==> src/rtl/adc_port_switch.sv <==
module adc_port_switch #(
  parameter int RX_W = 18
) (
  input  logic            clk,
  input  logic            rst_n,
  input  logic [2:0]      owner,
  input  logic            host_sck,
  input  logic            host_mosi,
  input  logic            host_cs_n,
  input  logic            host_done,
  output logic            host_miso,
  output logic [RX_W-1:0] host_rx,
  input  logic            loop_sck,
  input  logic            loop_mosi,
  input  logic            loop_cs_n,
  output logic            loop_miso,
  output logic            port_sck,
  output logic            port_mosi,
  output logic            port_conv,
  input  logic            port_miso
);
  localparam logic [2:0] OWN_HOST = 3'd0;
  localparam logic [2:0] OWN_LOOP = 3'd4;

  logic loop_mode, host_mode, flush_mode;
  assign loop_mode  = (owner == OWN_LOOP);
  assign host_mode  = (owner == OWN_HOST);
  assign flush_mode = !loop_mode && !host_mode;

  assign port_sck  = loop_mode ? loop_sck  : host_sck;
  assign port_mosi = loop_mode ? loop_mosi : host_mosi;
  assign port_conv = loop_mode ? ~loop_cs_n : (host_mode & ~host_cs_n);
  assign host_miso = host_mode & port_miso;
  assign loop_miso = loop_mode & port_miso;

  logic            sck_q, cs_q, cap_ok;
  logic [RX_W-1:0] shreg;

  always_ff @(posedge clk) begin
    if (!rst_n) begin
      sck_q   <= 1'b0;
      cs_q    <= 1'b1;
      cap_ok  <= 1'b0;
      shreg   <= '0;
      host_rx <= '0;
    end else begin
      sck_q <= host_sck;
      cs_q  <= host_cs_n;
      if (cs_q && !host_cs_n)
        cap_ok <= host_mode;
      else if (!host_mode)
        cap_ok <= 1'b0;
      if (!host_cs_n && host_sck && !sck_q)
        shreg <= {shreg[RX_W-2:0], host_miso};
      if (host_done && cap_ok)
        host_rx <= shreg;
    end
  end

  assert_flush_conv_low_R2: assert property (@(posedge clk) disable iff (!rst_n)
    flush_mode |-> !port_conv && !host_miso);
  assert_unlisted_flush_R4: assert property (@(posedge clk) disable iff (!rst_n)
    (owner == 3'd7) |-> (port_sck == host_sck) && !port_conv);
  assert_loop_owns_R3: assert property (@(posedge clk) disable iff (!rst_n)
    loop_mode |-> (port_conv == !loop_cs_n) && !host_miso);
  assert_host_owns_R1: assert property (@(posedge clk) disable iff (!rst_n)
    host_mode |-> (port_conv == !host_cs_n) && !loop_miso);
  assert_rx_only_on_done_R8: assert property (@(posedge clk) disable iff (!rst_n)
    !host_done |=> $stable(host_rx));
  assert_rx_hold_foreign_R7: assert property (@(posedge clk) disable iff (!rst_n)
    (host_done && !cap_ok) |=> $stable(host_rx));
endmodule

==> config.mk <==
export PLATFORM = sky130hd
export DESIGN_NAME = adc_port_switch
export DESIGN_NICKNAME = d
export VERILOG_FILES = /design/src/rtl/adc_port_switch.sv
export SDC_FILE = /design/constraint.sdc
export NUM_CORES = 1
export LEC_CHECK = 0
export BUFFER_PORTS_ARGS = -buffer_cell sky130_fd_sc_hd__buf_2
export CELL_PAD_IN_SITES_DETAIL_PLACEMENT = 0
export CELL_PAD_IN_SITES_GLOBAL_PLACEMENT = 1
export CORE_UTILIZATION = 35
export DETAILED_ROUTE_END_ITERATION = 8
export PLACE_DENSITY = 0.74
export SYNTH_ARGS = -nofsm -noshare
export SYNTH_HDL_FRONTEND = slang
export SYNTH_SLANG_ARGS = --single-unit
==> constraint.sdc <==
create_clock -name clk -period 1.8 [get_ports clk]
set_clock_uncertainty 0.2 [all_clocks]
set_input_delay 0.09 -clock clk [delete_from_list [all_inputs] [get_ports clk]]
set_output_delay 0.09 -clock clk [all_outputs]
set_load 0.03 [all_outputs]
# Word level (Yosys, flattened, before mapping)
# Index checks and enable logic that the tools add are counted.
# word_totals
elab_cells	24
register_bits	39
out_inout_bits	23
# classes
n_eq_ne	2
muxes	5
bitwise_logic	5
n_reduce_logical	7
# ops
op	count
$mux 1	5
$logic_and 1x1->1	4
$and 1x1->1	3
$eq 3x3->1 const B	1
$logic_not 3->1	1
$logic_not 1->1	2
$ne 2x1->1 const B	1
$not 1->1	2

# Depth between registers and ports, before layout
# logic_depth
depth_word	3
depth_mapped	5
mapped_depth_nobuf	3

# Worst setup path after synthesis
# No wires, ideal clock.
# synth_path
path_type	input -> register
start	in owner[2]
end	reg shreg[0]
path_slack_ns	0.013
cell_stages	3
arrival_time_ns	1.519
setup_ns	0.068
path_cell_list	nor4b_1 mux2i_1 nor2b_1
# synth_between
elab_chain_cells	2
# synth_lines
item	line_no	source
from (decl)	6	input logic [2:0] owner,
$logic_not 3->1	27	assign host_mode = (owner == OWN_HOST);
$and 1x1->1	33	assign host_miso = host_mode & port_miso;
to (signal assigned)	54	shreg <= {shreg[RX_W-2:0], host_miso};
to (decl)	37	logic [RX_W-1:0] shreg;
# No other way between the ends.
# A chain may end at the register's enable or synchronous reset.

# Final worst setup path
# layout_path
start	in host_cs_n
end	reg cap_ok
# layout_between
elab_chain_cells	3
elab_cells_between_ends	4
cone_classes	eq/ne (1); mux (1); reduce/logical (2)
# layout_lines
item	line_no	source
from (decl)	9	input logic host_cs_n,
$logic_not 1->1 (*)	49	if (cs_q && !host_cs_n)
$logic_and 1x1->1 (*)	49	
$ne 2x1->1 (no line) or $mux 1 (tied branches)	--	
to (signal assigned)	50	cap_ok <= host_mode;
to (decl)	36	logic sck_q, cs_q, cap_ok;
# Every way passes the cells marked *; elsewhere a longest branch is shown, timed or not.

==> flow_summary.ini <==
[clock_tree]
path_clk_slew_ns = 0.07
clockBufferDepth = 2
cts_buffers = 5
insertion_delay_ns = 0.28
cts_tree = yes
cts_root_buf = clkbuf_8
clock_sinks = 39
cts-htree-levels = 2

[floorplanning]
fp.dieH_um = 69.49
die_x_um = 69.49
rows = 24
core_um2 = 4354
num_io_pins = 36
die-area_um2 = 4828
initial_utilization = 0.3661

[worst_hold_path]
worstHoldPathType = input port to flop

[worst_setup_path]
critical_path_class = input port to flop
required_ns = 1.82
cp.arrival_ns = 1.74
critPathLaunchType = input port
cp_max_fo = 3
end_kind = flop

[synth]
ys_types = 22
yosys_warnings = 0
seq_area_frac_synth = 0.4898
synthesis.area_um2 = 1594
ys_seq_elements = 39
syn_inst = 175
syn_nets = 188
avgSynthCellArea_um2 = 9.109

[timing]
rsz0062_at_grt = false
tns_ns = 0
finalSetupViolCount = 0
fmax_mhz = 581.9
min_period_over_period = 0.9548
slew_headroom = 0.6928
hold_viol = 0
final-max-slew-violation-count = 0
tightest_slew_ns = 0.4608
hold_slack_ns = 0.07878
period_minus_slack_ns = 1.719

[global_route]
grt_use_total = 0.1351
antenna_found_initial = 0
grt_max_degree = 36
use_met1 = 0.1779
grt_pass1_vias = 1203
busiest_layer = met2
met3_usage = 0.03779
grt_overflow = 0
grt_use_met2 = 0.2093
grt_pass1_wl_mm = 5.319

[cells_and_area]
layout.nets = 228
drive_above_1_share = 0.3349
fin_util = 0.4483
final_common_cell = nand2_1
layout_common_cells = nand2_1 (57), dfxtp_1 (39), buf_2 (35)
area_growth_pct = 22.45
design_area_um2 = 1952
antenna_cells = 0

[power]
ir_drop_mv = 0.4442
powerDensity_nw_per_um2 = 795.7
leakage_uw = 0.0007618

[placed_design]
port_buffers = 35
place_hpwl_mm = 1.856
gp_congestion = 0.7074
dpl_cell_area_um2 = 1774

[routing]
drt_iter0_drc = 46
routed_wl_mm = 2.935
drc = 0
drt.antenna.violating_nets = 0
wl_per_cell_um = 10.99
viasPerCell = 4.749
vias = 1268
drt_first_pass_iters = 4

[outcome]
status = finished clean

[flow_run]
maxCapViolCount = 0
flip-flops by register name, summed over array words and instances, names as in the netlist:
register,cells
shreg,18
host_rx,18
cap_ok,1
cs_q,1
sck_q,1
critical path: stages:
cell,delay [ns]
dlygate4sd3_1,0.55
buf_2,0.13
inv_1,0.08
a21oi_1,0.08
nor4bb_2,0.25
dlygate4sd3_1,0.57
through the flow:
step / instances / worst slack, ns / power (µW)
2_1_floorplan: 175 / 0.01309 / 962.0
3_3_place_gp: 253 / 0.3477 / 979.3
3_5_place_dp: 253 / 0.3168 / 980.0
4_1_cts: 267 / 0.005575 / 1566
5_1_grt: 267 / 0.01147 / 1628
6_report: 267 / 0.08140 / 1553
Yosys cell counts:
cell	instances	share of area
o21ai_2	17	0.093
or3b_1	1	0.0055
buf_6	2	0.014
nor4b_1	1	0.0055
and3_1	1	0.0039
nor4bb_1	1	0.0063
dfxtp_1	39	0.49
buf_2	5	0.016
nand2_1	57	0.13
nand3_2	4	0.025
a21oi_1	1	0.0031
buf_12	2	0.025
o211a_1	1	0.0063
a21boi_0	18	0.085
mux2_2	2	0.014
nor2b_1	1	0.0039
clkbuf_1	4	0.0094
mux2i_1	1	0.0063
inv_1	1	0.0024
nand3_1	13	0.041
and2_1	2	0.0078
nor2_1	1	0.0024
final cells by class:
cell class                 instances  area [µm²]
clock inverter                     1       5.005
clock buffer                       6       82.58
timing repair buffer              46       287.8
tap                               52       65.06
multi-input combinational        122       726.9
inverter                           1       3.754
sequential                        39       780.7
fill                             461        2402
report_power, final:
part	total, µW	internal (µW)	switching [µW]
logic	108	43.5	64.8
clock network	579	301	278
registers	866	865	0.879
total	1550	1210	344
repair_timing:
| action | in CTS | in global routing |
|---|---|---|
| buffers inserted | 0 | 0 |
| hold buffers | 7 | 0 |
| resized for setup | 0 | 4 |
| hold endpoints to repair | 4 | 0 |
| endpoints found under the setup margin | 0 | 4 |
layer usage:
metal | vias up | share of wire
met5 | - | 0
met4 | 0 | 0.0099
met3 | 4 | 0.034
met1 | 572 | 0.48
met2 | 23 | 0.48
li1 | 669 | -
logic make-up (layout without fill, tap and decap cells):
| family | Yosys count | in the layout | share of synthesized area |
|---|---|---|---|
| compound gates | 37 | 37 | 0.1876 |
| buf+inv | 14 | 54 | 0.06671 |
| flops | 39 | 39 | 0.4898 |
| mux | 3 | 3 | 0.02041 |
| simple gates | 82 | 82 | 0.2355 |
final timing paths:
| check | endpoint | from | cells after the start | slack, ns |
|---|---|---|---|---|
| worst max-delay path | cap_ok$_SDFFE_PN0P_ | host_cs_n | 6 | 0.08 |
| worst max register to register | cap_ok$_SDFFE_PN0P_ | cap_ok$_SDFFE_PN0P_ | 3 | 0.32 |
| worst min-delay path | host_rx[4]$_SDFFE_PN0P_ | rst_n | 2 | 0.08 |
| worst min register to register | host_rx[11]$_SDFFE_PN0P_ | host_rx[11]$_SDFFE_PN0P_ | 2 | 0.26 |
Power figures use the tool's default switching activity.
